## src/rtl/i2sRxPkg.sv

```systemverilog
package i2sRxPkg;
  localparam int CFG_W = 8;

  localparam logic [3:0] ADDR_GEN   = 4'd0;
  localparam logic [3:0] ADDR_RXEN  = 4'd1;
  localparam logic [3:0] ADDR_CHEN  = 4'd2;
  localparam logic [3:0] ADDR_RES   = 4'd3;
  localparam logic [3:0] ADDR_TRIG  = 4'd4;
  localparam logic [3:0] ADDR_MASK  = 4'd5;
  localparam logic [3:0] ADDR_OVR   = 4'd6;
  localparam logic [3:0] ADDR_FLUSH = 4'd7;
  localparam logic [3:0] ADDR_LEFT  = 4'd8;
  localparam logic [3:0] ADDR_RIGHT = 4'd9;

  // strobes from control to datapath
  typedef struct packed {
    logic       capEn;
    logic       flush;
    logic       pop;
    logic [2:0] resCode;
  } rxStrobeT;
endpackage

```

## src/rtl/i2sRxDatapath.sv

```systemverilog
module i2sRxDatapath
  import i2sRxPkg::*;
#(
  parameter int DEPTH = 8,
  parameter int WORD  = 32,
  localparam int LVL_W = $clog2(DEPTH + 1),
  localparam int PTR_W = $clog2(DEPTH),
  localparam int CNT_W = $clog2(WORD + 1)
) (
  input  logic             clk,
  input  logic             rstN,
  input  logic             bitClk,
  input  logic             wordSel,
  input  logic             serData,
  input  rxStrobeT         str,
  output logic [LVL_W-1:0] level,
  output logic [WORD-1:0]  headLeft,
  output logic [WORD-1:0]  headRight,
  output logic             dropEvt
);
  logic [2:0] clkSync;
  logic [1:0] wsSync, sdSync;

  always_ff @(posedge clk or negedge rstN) begin
    if (!rstN) begin
      clkSync <= '0;
      wsSync  <= 2'b11;
      sdSync  <= '0;
    end else begin
      clkSync <= {clkSync[1:0], bitClk};
      wsSync  <= {wsSync[0], wordSel};
      sdSync  <= {sdSync[0], serData};
    end
  end

  logic bitEdge, wsNow, sdNow;
  assign bitEdge = clkSync[1] & ~clkSync[2];
  assign wsNow   = wsSync[1];
  assign sdNow   = sdSync[1];

  // word assembly
  logic [WORD-1:0]  shiftReg, shifted, leftHold;
  logic [CNT_W-1:0] bitCnt, resLen;
  logic             wsPrev, synced, leftValid, inBit, wsFlip, pairDone;

  always_comb begin
    case (str.resCode)
      3'd2:    resLen = CNT_W'(16);
      3'd4:    resLen = CNT_W'(24);
      default: resLen = CNT_W'(WORD);
    endcase
  end

  assign inBit    = bitCnt < resLen;
  assign shifted  = inBit ? {shiftReg[WORD-2:0], sdNow} : shiftReg;
  assign wsFlip   = wsNow != wsPrev;
  assign pairDone = str.capEn & bitEdge & wsFlip & synced & wsPrev & leftValid;

  always_ff @(posedge clk or negedge rstN) begin
    if (!rstN) begin
      wsPrev    <= 1'b1;
      synced    <= 1'b0;
      leftValid <= 1'b0;
      bitCnt    <= '0;
      shiftReg  <= '0;
      leftHold  <= '0;
    end else begin
      if (bitEdge) wsPrev <= wsNow;
      if (!str.capEn) begin
        synced    <= 1'b0;
        leftValid <= 1'b0;
        bitCnt    <= '0;
        shiftReg  <= '0;
      end else if (bitEdge) begin
        if (wsFlip) begin
          bitCnt   <= '0;
          shiftReg <= '0;
          synced   <= 1'b1;
          if (synced && !wsPrev) begin
            leftHold  <= shifted;
            leftValid <= 1'b1;
          end else if (synced) begin
            leftValid <= 1'b0;
          end
        end else begin
          shiftReg <= shifted;
          bitCnt   <= bitCnt + CNT_W'(inBit);
        end
      end
    end
  end

  // pair queue
  logic [2*WORD-1:0] mem [DEPTH];
  logic [PTR_W-1:0]  wrPtr, rdPtr;
  logic              full, push, pop;

  assign full    = level == LVL_W'(DEPTH);
  assign push    = pairDone & ~full & ~str.flush;
  assign dropEvt = pairDone & full;
  assign pop     = str.pop & (level != '0);

  always_ff @(posedge clk) begin
    if (push) mem[wrPtr] <= {leftHold, shifted};
  end

  always_ff @(posedge clk or negedge rstN) begin
    if (!rstN) begin
      wrPtr <= '0;
      rdPtr <= '0;
      level <= '0;
    end else if (str.flush) begin
      wrPtr <= '0;
      rdPtr <= '0;
      level <= '0;
    end else begin
      if (push) wrPtr <= (wrPtr == PTR_W'(DEPTH - 1)) ? '0 : wrPtr + 1'b1;
      if (pop)  rdPtr <= (rdPtr == PTR_W'(DEPTH - 1)) ? '0 : rdPtr + 1'b1;
      level <= level + LVL_W'(push) - LVL_W'(pop);
    end
  end

  assign headLeft  = mem[rdPtr][2*WORD-1:WORD];
  assign headRight = mem[rdPtr][WORD-1:0];
endmodule

```

## src/rtl/i2sRxCtrl.sv

```systemverilog
module i2sRxCtrl
  import i2sRxPkg::*;
#(
  parameter int DEPTH = 8,
  parameter int WORD  = 32,
  localparam int LVL_W = $clog2(DEPTH + 1)
) (
  input  logic             clk,
  input  logic             rstN,
  input  logic             regWrEn,
  input  logic             regRdEn,
  input  logic [3:0]       regAddr,
  input  logic [CFG_W-1:0] regWrData,
  output logic [WORD-1:0]  regRdData,
  input  logic [LVL_W-1:0] level,
  input  logic [WORD-1:0]  headLeft,
  input  logic [WORD-1:0]  headRight,
  input  logic             dropEvt,
  output rxStrobeT         str,
  output logic             irqRxAvail,
  output logic             irqRxOverrun
);
  logic             gEn, rxEn, chEn, ovrFlag;
  logic [2:0]       resCode;
  logic [CFG_W-1:0] trigLvl;
  logic [1:0]       irqMask;

  always_ff @(posedge clk or negedge rstN) begin
    if (!rstN) begin
      gEn     <= 1'b0;
      rxEn    <= 1'b0;
      chEn    <= 1'b0;
      resCode <= '0;
      trigLvl <= '0;
      irqMask <= '0;
      ovrFlag <= 1'b0;
    end else begin
      if (regWrEn) begin
        case (regAddr)
          ADDR_GEN:  gEn     <= regWrData[0];
          ADDR_RXEN: rxEn    <= regWrData[0];
          ADDR_CHEN: chEn    <= regWrData[0];
          ADDR_RES:  resCode <= regWrData[2:0];
          ADDR_TRIG: trigLvl <= regWrData;
          ADDR_MASK: irqMask <= regWrData[1:0];
          default: ;
        endcase
      end
      if (dropEvt) ovrFlag <= 1'b1;
      else if (regRdEn && regAddr == ADDR_OVR) ovrFlag <= 1'b0;
    end
  end

  logic qEmpty;
  assign qEmpty = level == '0;

  always_comb begin
    case (regAddr)
      ADDR_GEN:   regRdData = WORD'(gEn);
      ADDR_RXEN:  regRdData = WORD'(rxEn);
      ADDR_CHEN:  regRdData = WORD'(chEn);
      ADDR_RES:   regRdData = WORD'(resCode);
      ADDR_TRIG:  regRdData = WORD'(trigLvl);
      ADDR_MASK:  regRdData = WORD'(irqMask);
      ADDR_OVR:   regRdData = WORD'(ovrFlag);
      ADDR_LEFT:  regRdData = qEmpty ? '0 : headLeft;
      ADDR_RIGHT: regRdData = qEmpty ? '0 : headRight;
      default:    regRdData = '0;
    endcase
  end

  assign str.capEn   = gEn & rxEn & chEn;
  assign str.flush   = regWrEn & (regAddr == ADDR_FLUSH) & regWrData[0];
  assign str.pop     = regRdEn & (regAddr == ADDR_RIGHT);
  assign str.resCode = resCode;

  assign irqRxAvail   = (32'(level) > 32'(trigLvl)) & ~irqMask[0];
  assign irqRxOverrun = ovrFlag & ~irqMask[1];
endmodule

```

## src/rtl/i2sRxChannel.sv

```systemverilog
module i2sRxChannel
  import i2sRxPkg::*;
#(
  parameter int DEPTH = 8,
  parameter int WORD  = 32,
  localparam int LVL_W = $clog2(DEPTH + 1)
) (
  input  logic             clk,
  input  logic             rstN,
  input  logic             bitClk,
  input  logic             wordSel,
  input  logic             serData,
  input  logic             regWrEn,
  input  logic             regRdEn,
  input  logic [3:0]       regAddr,
  input  logic [CFG_W-1:0] regWrData,
  output logic [WORD-1:0]  regRdData,
  output logic             irqRxAvail,
  output logic             irqRxOverrun
);
  rxStrobeT         strobes;
  logic [LVL_W-1:0] fifoLevel;
  logic [WORD-1:0]  headLeft, headRight;
  logic             dropEvt;

  i2sRxCtrl #(.DEPTH(DEPTH), .WORD(WORD)) u_ctrl (
    .clk(clk), .rstN(rstN), .regWrEn(regWrEn), .regRdEn(regRdEn),
    .regAddr(regAddr), .regWrData(regWrData), .regRdData(regRdData),
    .level(fifoLevel), .headLeft(headLeft), .headRight(headRight),
    .dropEvt(dropEvt), .str(strobes), .irqRxAvail(irqRxAvail),
    .irqRxOverrun(irqRxOverrun)
  );

  i2sRxDatapath #(.DEPTH(DEPTH), .WORD(WORD)) u_dp (
    .clk(clk), .rstN(rstN), .bitClk(bitClk), .wordSel(wordSel),
    .serData(serData), .str(strobes), .level(fifoLevel),
    .headLeft(headLeft), .headRight(headRight), .dropEvt(dropEvt)
  );
endmodule

```

## config.mk

```make
export PLATFORM = sky130hd
export DESIGN_NAME = i2sRxChannel
export DESIGN_NICKNAME = d
export VERILOG_FILES = /design/src/rtl/i2sRxPkg.sv /design/src/rtl/i2sRxDatapath.sv /design/src/rtl/i2sRxCtrl.sv /design/src/rtl/i2sRxChannel.sv
export SDC_FILE = /design/constraint.sdc
export NUM_CORES = 1
export LEC_CHECK = 0
export BUFFER_PORTS_ARGS = -buffer_cell sky130_fd_sc_hd__buf_2
export CELL_PAD_IN_SITES_DETAIL_PLACEMENT = 1
export CELL_PAD_IN_SITES_GLOBAL_PLACEMENT = 2
export CORE_MARGIN = 2
export CORE_UTILIZATION = 55
export CTS_BUF_LIST = sky130_fd_sc_hd__clkbuf_2 sky130_fd_sc_hd__clkbuf_4 sky130_fd_sc_hd__clkbuf_8
export CTS_CLUSTER_SIZE = 24
export DETAILED_ROUTE_END_ITERATION = 16
export GPL_TIMING_DRIVEN = 0
export PLACE_DENSITY_LB_ADDON = 0.1
export SYNTH_ARGS = -nofsm -noshare
export SYNTH_HDL_FRONTEND = slang
export SYNTH_SLANG_ARGS = --single-unit
```

## constraint.sdc

```tcl
create_clock -name clk -period 11.6 [get_ports clk]
set_input_delay 2.32 -clock clk [delete_from_list [all_inputs] [get_ports clk]]
set_output_delay 2.32 -clock clk [all_outputs]
set_load 0.1 [all_outputs]
```

# After elaboration in Yosys (flattened, before gate mapping)
# Memory sizes are Yosys's and may differ from the RTL's.
# Index checks and enable logic that the tools add are counted.
dict set report word_totals {
  regBits 107
  latch_bits 0
  mem_bits_rw 512
  rom_bits 0
  inputBits 19
  output_inout_bits 34
  word_cells 115
  mem_count 1
}
# memory words word_bits rd rd_ports_with_merged_regs write_ports line_no
set memory_table {}
lappend memory_table {u_dp.mem 8 64 1 0 1 i2sRxDatapath.sv:94} ;# logic [2*WORD-1:0] mem [DEPTH];
dict set report op_classes {
  n_addsub 5
  n_mul 0
  div_mod_pow 0
  n_lt_le_gt_ge 2
  eq_ne 18
  n_shift 0
  muxes 30
  n_bitwise 22
  n_reduce_logical 18
}
# cell n
set op_table {}
lappend op_table {{$pmux W32 S9} 1}
lappend op_table {{$mux W32} 6}
lappend op_table {{$mux W3} 6}
lappend op_table {{$mux W6} 3}
lappend op_table {{$and A1 B1 Y1} 17}
lappend op_table {{$eq A4 B3 Y1 const B} 4}
lappend op_table {{$reduce_and A2 Y1} 7}
lappend op_table {{$eq A4 B4 Y1 const B} 3}
lappend op_table {{$mux W1} 12}
lappend op_table {{$pmux W6 S2} 1}
lappend op_table {{$eq A3 B3 Y1 const B} 3}
lappend op_table {{$eq A4 B2 Y1 const B} 2}
lappend op_table {{$gt A4 B8 Y1} 1}
lappend op_table {{$logic_not A4 Y1} 2}
lappend op_table {{$add A3 B1 Y3 const B} 2}
lappend op_table {{$add A6 B1 Y6} 1}
lappend op_table {{$lt A6 B6 Y1} 1}
lappend op_table {{$reduce_bool A2 Y1} 3}
lappend op_table {{$not A1 Y1} 5}
lappend op_table {{$add A4 B1 Y4} 1}
lappend op_table {{$eq A4 B1 Y1 const B} 1}
lappend op_table {{$mux W4} 1}
lappend op_table {{$ne A2 B2 Y1 const B} 2}
lappend op_table {{$reduce_and A4 Y1} 1}
lappend op_table {{other kinds (8)} 9}

# Logic depth before layout (Yosys ltp)
# Gate-level depths: netlist of the first run.
dict set report logic_depth {
  ltp_word 12
  ltp_mapped 14
  ltp_nobuf 13
}

# Cells and area by module
# From an unflattened synthesis of the first run, not the netlist that was laid out.
dict set report hier_totals {
  hier_cells 1328
  hier_area_um2 24856.3
}
# mod instances cells_per_inst area_per_inst_um2 seq_area_each_um2
set by_module_without_submodules {}
lappend by_module_without_submodules {i2sRxDatapath 1 1156 23282.3 17630.7}
lappend by_module_without_submodules {i2sRxCtrl 1 172 1574.0 425.4}

# Worst setup path after synthesis of the first run
# No wires, ideal clock.
dict set report synth_path {
  path_type {in2reg}
  from {in regAddr[0]}
  to {mem u_dp.mem[1][0] in the netlist's numbering, enable pin}
  setup_ns 0.565
  arrival_time_ns 7.497
  required_ns 11.035
  setup_slack_ns 3.538
  cell_stages 4
  path_buffers 0
  path_cell_list {and2_1 -> and4_1 -> or3b_1 -> nor3_1}
}
dict set report synth_via {
  elab_chain_cells 7
}
# item line_no
set synth_rtl {}
lappend synth_rtl {{start, declared} i2sRxChannel.sv:15} ;# input logic [3:0] regAddr,
lappend synth_rtl {{$eq A4 B3 Y1} i2sRxCtrl.sv:73} ;# assign str.flush = regWrEn & (regAddr == ADDR_FLUSH) & regWrData[0];
lappend synth_rtl {{$and A1 B1 Y1 (2 in a row)} i2sRxCtrl.sv:73}
lappend synth_rtl {{$not A1 Y1} i2sRxDatapath.sv:99} ;# assign push = pairDone & ~full & ~str.flush;
lappend synth_rtl {{$and A1 B1 Y1} i2sRxDatapath.sv:99}
lappend synth_rtl {{$mux W1} i2sRxDatapath.sv:104} ;# if (push) mem[wrPtr] <= {leftHold, shifted};
lappend synth_rtl {{$mux W1 (implied by the code)} i2sRxDatapath.sv:104}
lappend synth_rtl {{end, declared} i2sRxDatapath.sv:94}
# No other way between the ends.

# Worst setup path after layout of the first run
dict set report layout_path {
  from {in regAddr[3]}
  to {out regRdData[24]}
}
dict set report layout_via {
  elab_chain_cells 2
  elab_cells_between_ends 10
  cone_classes {eq/ne (8); mux (1); reduce/logical (1)}
}
# item line_no
set layout_rtl {}
lappend layout_rtl {{$eq A4 B4 Y1 (tied with other cells)} i2sRxCtrl.sv:58} ;# case (regAddr)
lappend layout_rtl {{$pmux W32 S9 *} i2sRxCtrl.sv:58}
lappend layout_rtl {{end, declared} i2sRxChannel.sv:17} ;# output logic [WORD-1:0] regRdData,
# Mark *: on every way between the ends. The rest lies on a longest branch, timed or not.

==> run summary, run 1 <==
Yosys warning count = 0
fin crit share = 0.632
Post-Syn Instances = 1207
Pwr Total = 5.51 mW
final hold viol count = 0
total CTS buffers = 99
worst-margin pin slew = 1.09 ns
top post-synthesis cells by area = edfxtp_1, mux4_2, dfrtp_1
routing usage on met1 = 0.385
pre-CTS setup slack = 4.26 ns
global-route wire length before repair = 89100 um
fin. max-slew vios = 0
# clock sinks = 619
area share of the largest cell type after synthesis = 0.628
Layout Nets = 1432
PwrDens = 195 nW/um^2
starting density of the core = 0.556
R2R cell count = 10
layout filler cell count = 3718
wire per inst = 28.4 um
Setup crit end = regRdData[24]
Area Growth Syn to Fin = 15.6%
Iteration-0 DRC Markers = 1177
Hold-fix buffers, CTS = 0
layout cell share with drive strength beyond 1 = 0.357
clock transition at the registers of the reported paths = 0.05 ns
M3 GR Usage = 0.0510
CP endpoint kind = output port
LEAKAGE = 10.1 nW
pin count of the biggest net entering global routing = 55
Critical Path RT = 9.28 ns
Achievable Freq = 136 MHz
Antenna diodes = 0
DIE WIDTH = 215 um
gr busiest metal = met2
TritonRoute pass-1 iters = 5
tightest hold margin = 0.362 ns
antenna-violating nets left = 0
initial antenna violation count = 0
full die area = 46200 um^2
sequential fraction of the synthesis area = 0.738
met2 Track Usage GR = 0.422
cell taking the most area after synthesis = edfxtp_1
vias in the first global route = 13700
Critical Path AT = 5.01 ns
GRT Util Overall = 0.267
final setup fails = 0
vias per cell = 6.07
post-layout worst setup margin = 4.27 ns
die height = 215 um
Synth Register Bits = 619
Worst Hold Class = reg -> reg
critical-path maximum fanout = 10
crit path kind = in -> out
Synth Area per Inst = 20.3 um^2
run status = finished clean
unrepaired setup endpoints after global routing = false
R2R setup slack = 7.85 ns
Post-route DRC = 0
Post CTS Setup Buffer Count = 0
Post-synth EDFFs = 512
Synth cell types = 57
area of the core = 44000 um^2
Async SR Flop Fraction = 0.173
slew margin rel. = 0.272
routed vias = 12600
clock period minus worst slack = 7.33 ns
Net Count, Synth = 1245
Total Routed Length = 58900 um
total gr overflow = 0
GPL Wtd Cong = 0.771
Port Buf Inserts = 52
clk_skew = 0.0264 ns
startpoint types = primary input
register area = 18100 um^2
CTS tree = built
Worst R2R End = u_dp.mem[1][50]
Max H-tree Level = 3
Post-DP HPWL = 37500 um
Cell Area, Synth = 24500 um^2
cts repair resizes = 0
CP startpoint = regAddr[3]
worst skew pair latency = 0.67 ns
R2R Path Start = u_dp.level[2]
FP Rows = 77
Max clock buf depth = 3
io pins = 53
Max Cap Viol = 0
Primary FF master, synth = edfxtp_1
Worst VDD drop = 0.136 mV
clock root buffer = clkbuf_8
Util after Layout = 0.643
area of the multi-input gates = 6130 um^2
-- cell usage in the layout (no fill, tap or decap), types with 6 or more instances in the layout --
master / Yosys / routed
clkbuf_1: 22 / 22
clkbuf_8: 0 / 120
nor2_4: 0 / 6
buf_12: 0 / 12
nand3b_1: 7 / 7
nor2_1: 23 / 17
mux4_2: 128 / 128
buf_6: 1 / 16
clkbuf_4: 0 / 44
ha_1: 18 / 18
buf_16: 0 / 6
buf_2: 35 / 86
nand2b_1: 6 / 6
o21ai_0: 9 / 9
clkinv_2: 0 / 11
nand3_1: 10 / 10
clkinv_1: 0 / 7
a22o_1: 33 / 33
mux2_2: 81 / 81
mux2i_1: 62 / 62
dfrtp_1: 104 / 104
nand2_1: 25 / 25
a21oi_1: 17 / 17
o22ai_1: 24 / 24
nor2b_1: 10 / 10
inv_1: 14 / 14
edfxtp_1: 512 / 512
-- cells by family after synthesis --
| family | Yosys count | synth area share |
|---|---|---|
| AOI/OAI and AO/OA | 101 | 0.0295 |
| adders and majority gates | 19 | 0.0100 |
| DFF | 619 | 0.738 |
| muxes | 274 | 0.182 |
| xor gates and xnor gates | 5 | 0.00179 |
| and+or+nand+nor | 112 | 0.0249 |
| buffers and inverters | 77 | 0.0142 |
-- cells in the mapped netlist, types with 2 or more instances --
master	instances
edfxtp_1	512
mux4_2	128
dfrtp_1	104
mux2_2	81
mux2i_1	62
buf_2	35
a22o_1	33
nand2_1	25
o22ai_1	24
nor2_1	23
clkbuf_1	22
ha_1	18
a21oi_1	17
inv_1	14
nand3_1	10
nor2b_1	10
o21ai_0	9
nand3b_1	7
nand2b_1	6
nor3_1	5
and2_1	4
and3_1	4
a221o_1	3
buf_1	3
dfstp_2	3
mux2_1	3
or3_1	3
xnor2_1	3
a31oi_1	2
a32oi_1	2
buf_4	2
nor4b_1	2
nor4bb_1	2
o2bb2a_1	2
xor2_1	2
-- through the flow --
step | cells | setup TNS [ns] | area [um^2]
floorplan | 1207 | 0 | 24500
global placement | 1851 | -252.88 | 25500
detailed placement | 1885 | 0 | 26100
CTS | 2073 | 0 | 28300
global route | 2073 | 0 | 28300
finish | 2073 | 0 | 28300
-- area by class of cell --
cell class / instances / area share
Sequential cell: 619 / 0.638
Inverter: 14 / 0.00186
Timing Repair Buffer: 86 / 0.0304
Tap cell: 592 / 0.0262
Multi-Input combinational cell: 511 / 0.217
Clock buffer: 164 / 0.0701
Buffer: 63 / 0.0104
Clock inverter: 24 / 0.00624
-- state kept, by name, indices dropped and copies added (netlist names) --
name / count
u_ctrl.gEn: 1
u_ctrl.ovrFlag: 1
u_dp.shiftReg: 32
u_dp.bitCnt: 6
u_ctrl.trigLvl: 8
u_dp.sdSync: 2
u_dp.wsSync: 2
u_dp.wsPrev: 1
u_dp.mem: 512
u_ctrl.chEn: 1
u_dp.clkSync: 3
u_dp.synced: 1
u_ctrl.resCode: 3
u_dp.level: 4
u_dp.wrPtr: 3
u_ctrl.irqMask: 2
u_dp.leftHold: 32
u_dp.rdPtr: 3
u_ctrl.rxEn: 1
u_dp.leftValid: 1
-- worst min path at each step --
stage / depth (start not counted) / end / startpoint
finish: 0 / u_dp.wsSync[1] / u_dp.wsSync[0]
floorplan: 0 / u_dp.clkSync[1] / u_dp.clkSync[0]
global route: 0 / u_dp.wsSync[1] / u_dp.wsSync[0]
global placement: 0 / u_dp.wsSync[1] / u_dp.wsSync[0]
CTS: 0 / u_dp.wsSync[1] / u_dp.wsSync[0]
detailed placement: 0 / u_dp.wsSync[1] / u_dp.wsSync[0]
-- power breakdown --
part / total [mW] / internal, mW / switching (mW)
logic: 1.09 / 0.491 / 0.597
registers: 2.44 / 2.41 / 0.0298
clock network: 1.98 / 1.12 / 0.857
-- routing by layer --
metal	up-vias	share of wire
met3	107	0.055
met5	-	0
met1	6750	0.44
li1	5336	-
met4	0	0.023
met2	385	0.48
-- critical path: stages --
cell and delay [ns]:
buf_2 0.17, nor4bb_1 0.48, nand2_1 0.55, clkbuf_1 0.56, o22ai_1 0.42, buf_2 0.50
No activity file was read; power rests on OpenSTA's default activity.
==> inputs of run 2 (changes only) <==
--- a/config.mk
+++ b/config.mk
@@ -5,11 +5,12 @@
 export SDC_FILE = /design/constraint.sdc
 export NUM_CORES = 1
 export LEC_CHECK = 0
+export ABC_AREA = 1
 export BUFFER_PORTS_ARGS = -buffer_cell sky130_fd_sc_hd__buf_2
 export CELL_PAD_IN_SITES_DETAIL_PLACEMENT = 1
 export CELL_PAD_IN_SITES_GLOBAL_PLACEMENT = 2
 export CORE_MARGIN = 2
-export CORE_UTILIZATION = 55
+export CORE_UTILIZATION = 39
 export CTS_BUF_LIST = sky130_fd_sc_hd__clkbuf_2 sky130_fd_sc_hd__clkbuf_4 sky130_fd_sc_hd__clkbuf_8
 export CTS_CLUSTER_SIZE = 24
 export DETAILED_ROUTE_END_ITERATION = 16
==> constraint.sdc (replaced) <==
create_clock -name clk -period 6.2 [get_ports clk]
set_input_delay 1.24 -clock clk [delete_from_list [all_inputs] [get_ports clk]]
set_output_delay 1.24 -clock clk [all_outputs]
set_load 0.1 [all_outputs]
==> run 2 against run 1 <==
  * Global-route usage is 2.3 points lower
  * Clock power is 89% higher
  * Count of clock-buffer cells in the layout is 10 lower
  * Non-clock buffer count is 58 higher
  * First-iteration DRC count is 5.4% higher
  * Die area is 53% higher
==> run summary, run 2 <==
unrepaired setup endpoints after global routing = false
final hold viol count = 0 (unchanged)
slew margin rel. = 0.274 (+0.00120)
final setup fails = 0 (unchanged)
max reg flops = 512 (unchanged)
antenna-violating nets left = 0 (unchanged)
Largest Register = u_dp.mem
setup_tns = 0 ns (unchanged)
clock period minus worst slack = 5.13 ns
Synth Register Bits = 619 (unchanged)
Synth Area in Simple Gates = 0.214 (+0.189)
fin. max-slew vios = 0 (unchanged)
GPL Wtd Cong = 0.889 (+15%)
Post-DP HPWL = 60700 um (+62%)
tightest hold margin = 0.353 ns (-0.00874 ns)
internal power = 7.66 mW (+90%)
routed vias = 19300 (+53%)
WL met3 = 3820 um (+18%)
startpoint types = flop
Max Cap Viol = 0 (unchanged)
Synth cell types = 39 (-32%)
global-route wire length before repair = 127000 um (+42%)
worst-margin pin slew = 1.09 ns (-0.00180 ns)
wl on met1 = 39200 um (+52%)
leading cell types in the layout, fill and taps excluded = nand2_1, edfxtp_1, nor2_1
CP endpoint kind = output port
Sequential Power Share = 0.379 (-0.064)
slowest CP cell = clkbuf_1
area share of the largest cell type after synthesis = 0.574 (-0.0545)
Primary FF master, synth = edfxtp_1
Yosys warning count = 0 (unchanged)
crit path kind = reg -> out
total gr overflow = 0 (unchanged)
PwrDens = 403 nW/um^2 (+110%)
Largest regs = u_dp.mem x512, u_dp.leftHold x32, u_dp.shiftReg x32
Area Growth Syn to Fin = 15.2%
Worst VDD drop = 0.209 mV (+53%)
Synth Area per Inst = 10.2 um^2 (-50%)
Net Count, Synth = 2663 (+110%)
Top Layer Used = met4
Critical Path RT = 4.96 ns (-4.32 ns)
Worst Hold Class = reg -> reg
GRT Util Overall = 0.244 (-0.0230)
R2R Path Start = u_ctrl.resCode[2]
layout cell share with drive strength beyond 1 = 0.123 (-0.234)
hold path start = u_dp.clkSync[0]
Psw = 4.79 mW (+220%)
vias in the first global route = 20200 (+48%)
CTS tree = built
# clock sinks = 619 (unchanged)
largest family of logic cells by synthesized area = simple AND/OR/NAND/NOR gates
Pwr Total = 12.4 mW (+130%)
commonest non-fill, non-tap cell in the layout = nand2_1
starting density of the core = 0.392 (-0.164)
CP startpoint = u_dp.rdPtr[2]
clock root buffer = clkbuf_8
worst skew pair latency = 0.73 ns (+0.06 ns)
run status = finished clean
cell taking the most area after synthesis = edfxtp_1
most used cell, CP = nand2_1
Hold-fix buffers, CTS = 0 (unchanged)
Post-Syn Instances = 2625 (+120%)
DIE WIDTH = 266 um (+24%)
Max clock buf depth = 3 (unchanged)
cts repair resizes = 0 (unchanged)
most frequent cells after synthesis = nand2_1, edfxtp_1, nor2_1, nand3_1, inv_1
clock transition at the registers of the reported paths = 0.06 ns (about the same)
io pins = 53 (unchanged)
LEAKAGE = 12.7 nW (+26%)
Port Buf Inserts = 52 (unchanged)
Max H-tree Level = 3 (unchanged)
CP cell instances = inv_1 > clkbuf_1 > clkbuf_1 > nand2_1 > nand2_1 > nand3_1 > nand2_1 > buf_2
pin count of the biggest net entering global routing = 79 (+44%)
FP Rows = 96 (+25%)
Post CTS Setup Buffer Count = 0 (unchanged)
CP Buf/Inv Count = 4 (+1)
vias per cell = 5.10 (-16%)
Achievable Freq = 195 MHz
top-count cell post-synth = nand2_1
switching share of power = 0.385 (+0.115)
met2 WL = 40600 um (+43%)
Clk pwr share = 0.301 (-0.059)
Iteration-0 DRC Markers = 1240 (+5.4%)
top post-synthesis cells by area = edfxtp_1, nand2_1, dfrtp_1
Placement Cell Area = 28700 um^2 (+9.8%)
Crit path max-delay family = buffers and inverters
initial antenna violation count = 2 (+2)
full die area = 70800 um^2 (+53%)
area of the core = 68300 um^2 (+55%)
critical-path maximum fanout = 10 (unchanged)
sequential fraction of the synthesis area = 0.674 (-0.0640)
Layout Nets = 2846 (+99%)
wire per inst = 22.6 um (-21%)
crit-path max cell delay = 0.81 ns (+0.25 ns)
Post-route DRC = 0 (unchanged)
Total Routed Length = 85300 um (+45%)
Post-synth EDFFs = 512 (unchanged)
Post-Synth Adder-Cell Area = 0.00915 (-0.000869)
Async SR Flop Fraction = 0.173 (unchanged)
Comb pwr share = 0.321 (+0.123)
die height = 266 um (+24%)
fin crit share = 0.827
clk_skew = 0.0382 ns (+0.0118 ns)
post-synthesis mux area share = 0.00196 (-0.180)
Critical Path AT = 3.89 ns (-1.12 ns)
TritonRoute pass-1 iters = 5 (unchanged)
total CTS buffers = 108 (+9.1%)
compound-cell area share of the yosys netlist = 0.0448 (+0.0153)
Cell Area, Synth = 26800 um^2 (+9.5%)
Synth Area in XOR/XNOR = 0.00126 (-0.000529)
post-route cell area = 30900 um^2 (+9.1%)
run 2: power groups by stage:
stage / combinational (mW) / clock [mW] / sequential (mW)
2_1_floorplan: 2.41 / 0 / 4.78
3_3_place_gp: 3.95 / 0 / 4.79
3_5_place_dp: 4.03 / 0 / 4.80
4_1_cts: 4.04 / 3.83 / 4.71
5_1_grt: 4.42 / 4.01 / 4.72
6_report: 3.99 / 3.74 / 4.71
run 2: cells by family (layout without fill, tap and decap cells):
| group | Yosys count | in the layout |
|---|---|---|
| xor+xnor | 3 | 3 |
| compound gates | 225 | 225 |
| fa+ha+maj | 19 | 19 |
| flops | 619 | 619 |
| buf+inv | 357 | 632 |
| simple gates | 1398 | 1398 |
| other cells | 0 | 1 |
| mux | 4 | 4 |
run 2: worst register-to-register path, delay by kind of cell (launching register included):
kind                     cells  cell delay [ns]
AND/OR/NAND/NOR              6             0.89
AO/OA/AOI/OAI                2             0.87
adder cells (fa/ha/maj)      3             0.63
buffers and inverters        5             0.62
flip-flops                   1             0.39
run 2: per-stage QoR:
stage	setup slack, ns	utilization	cells
2_1_floorplan	1.07	-	2625
3_3_place_gp	-2.49	0.412	3559
3_5_place_dp	1.16	0.420	3580
4_1_cts	1.07	0.452	3782
5_1_grt	0.980	0.452	3783
6_report	1.07	0.452	3783
run 2: area by class of cell:
type,instances,area (um^2)
clock inverters,48,292
inverters,223,837
repair buffers,73,739
clock buffers,154,1880
flip-flops and latches,619,18100
diodes,1,2.50
plain buffers,134,637
multi-input cells,1649,7330
fillers,7624,37500
well taps,882,1100
run 2: worst paths after layout:
path	end	slack [ns]	depth (start not counted)
setup / recovery	regRdData[9]	1.07	8
hold / removal	u_dp.clkSync[1]	0.35	0
setup reg to reg	u_dp.bitCnt[4]	2.69	16
hold reg to reg	u_dp.clkSync[1]	0.35	0
max in group asynchronous	u_dp.wsSync[0]	5.02	2
min in group asynchronous	u_dp.leftHold[15]	0.40	1
run 2: metal layers:
layer	GRT usage	vias to the layer above
met3	0.0364	114
met4	0.0671	0
met2	0.406	377
met5	0	-
met1	0.333	9703
li1	-	9087
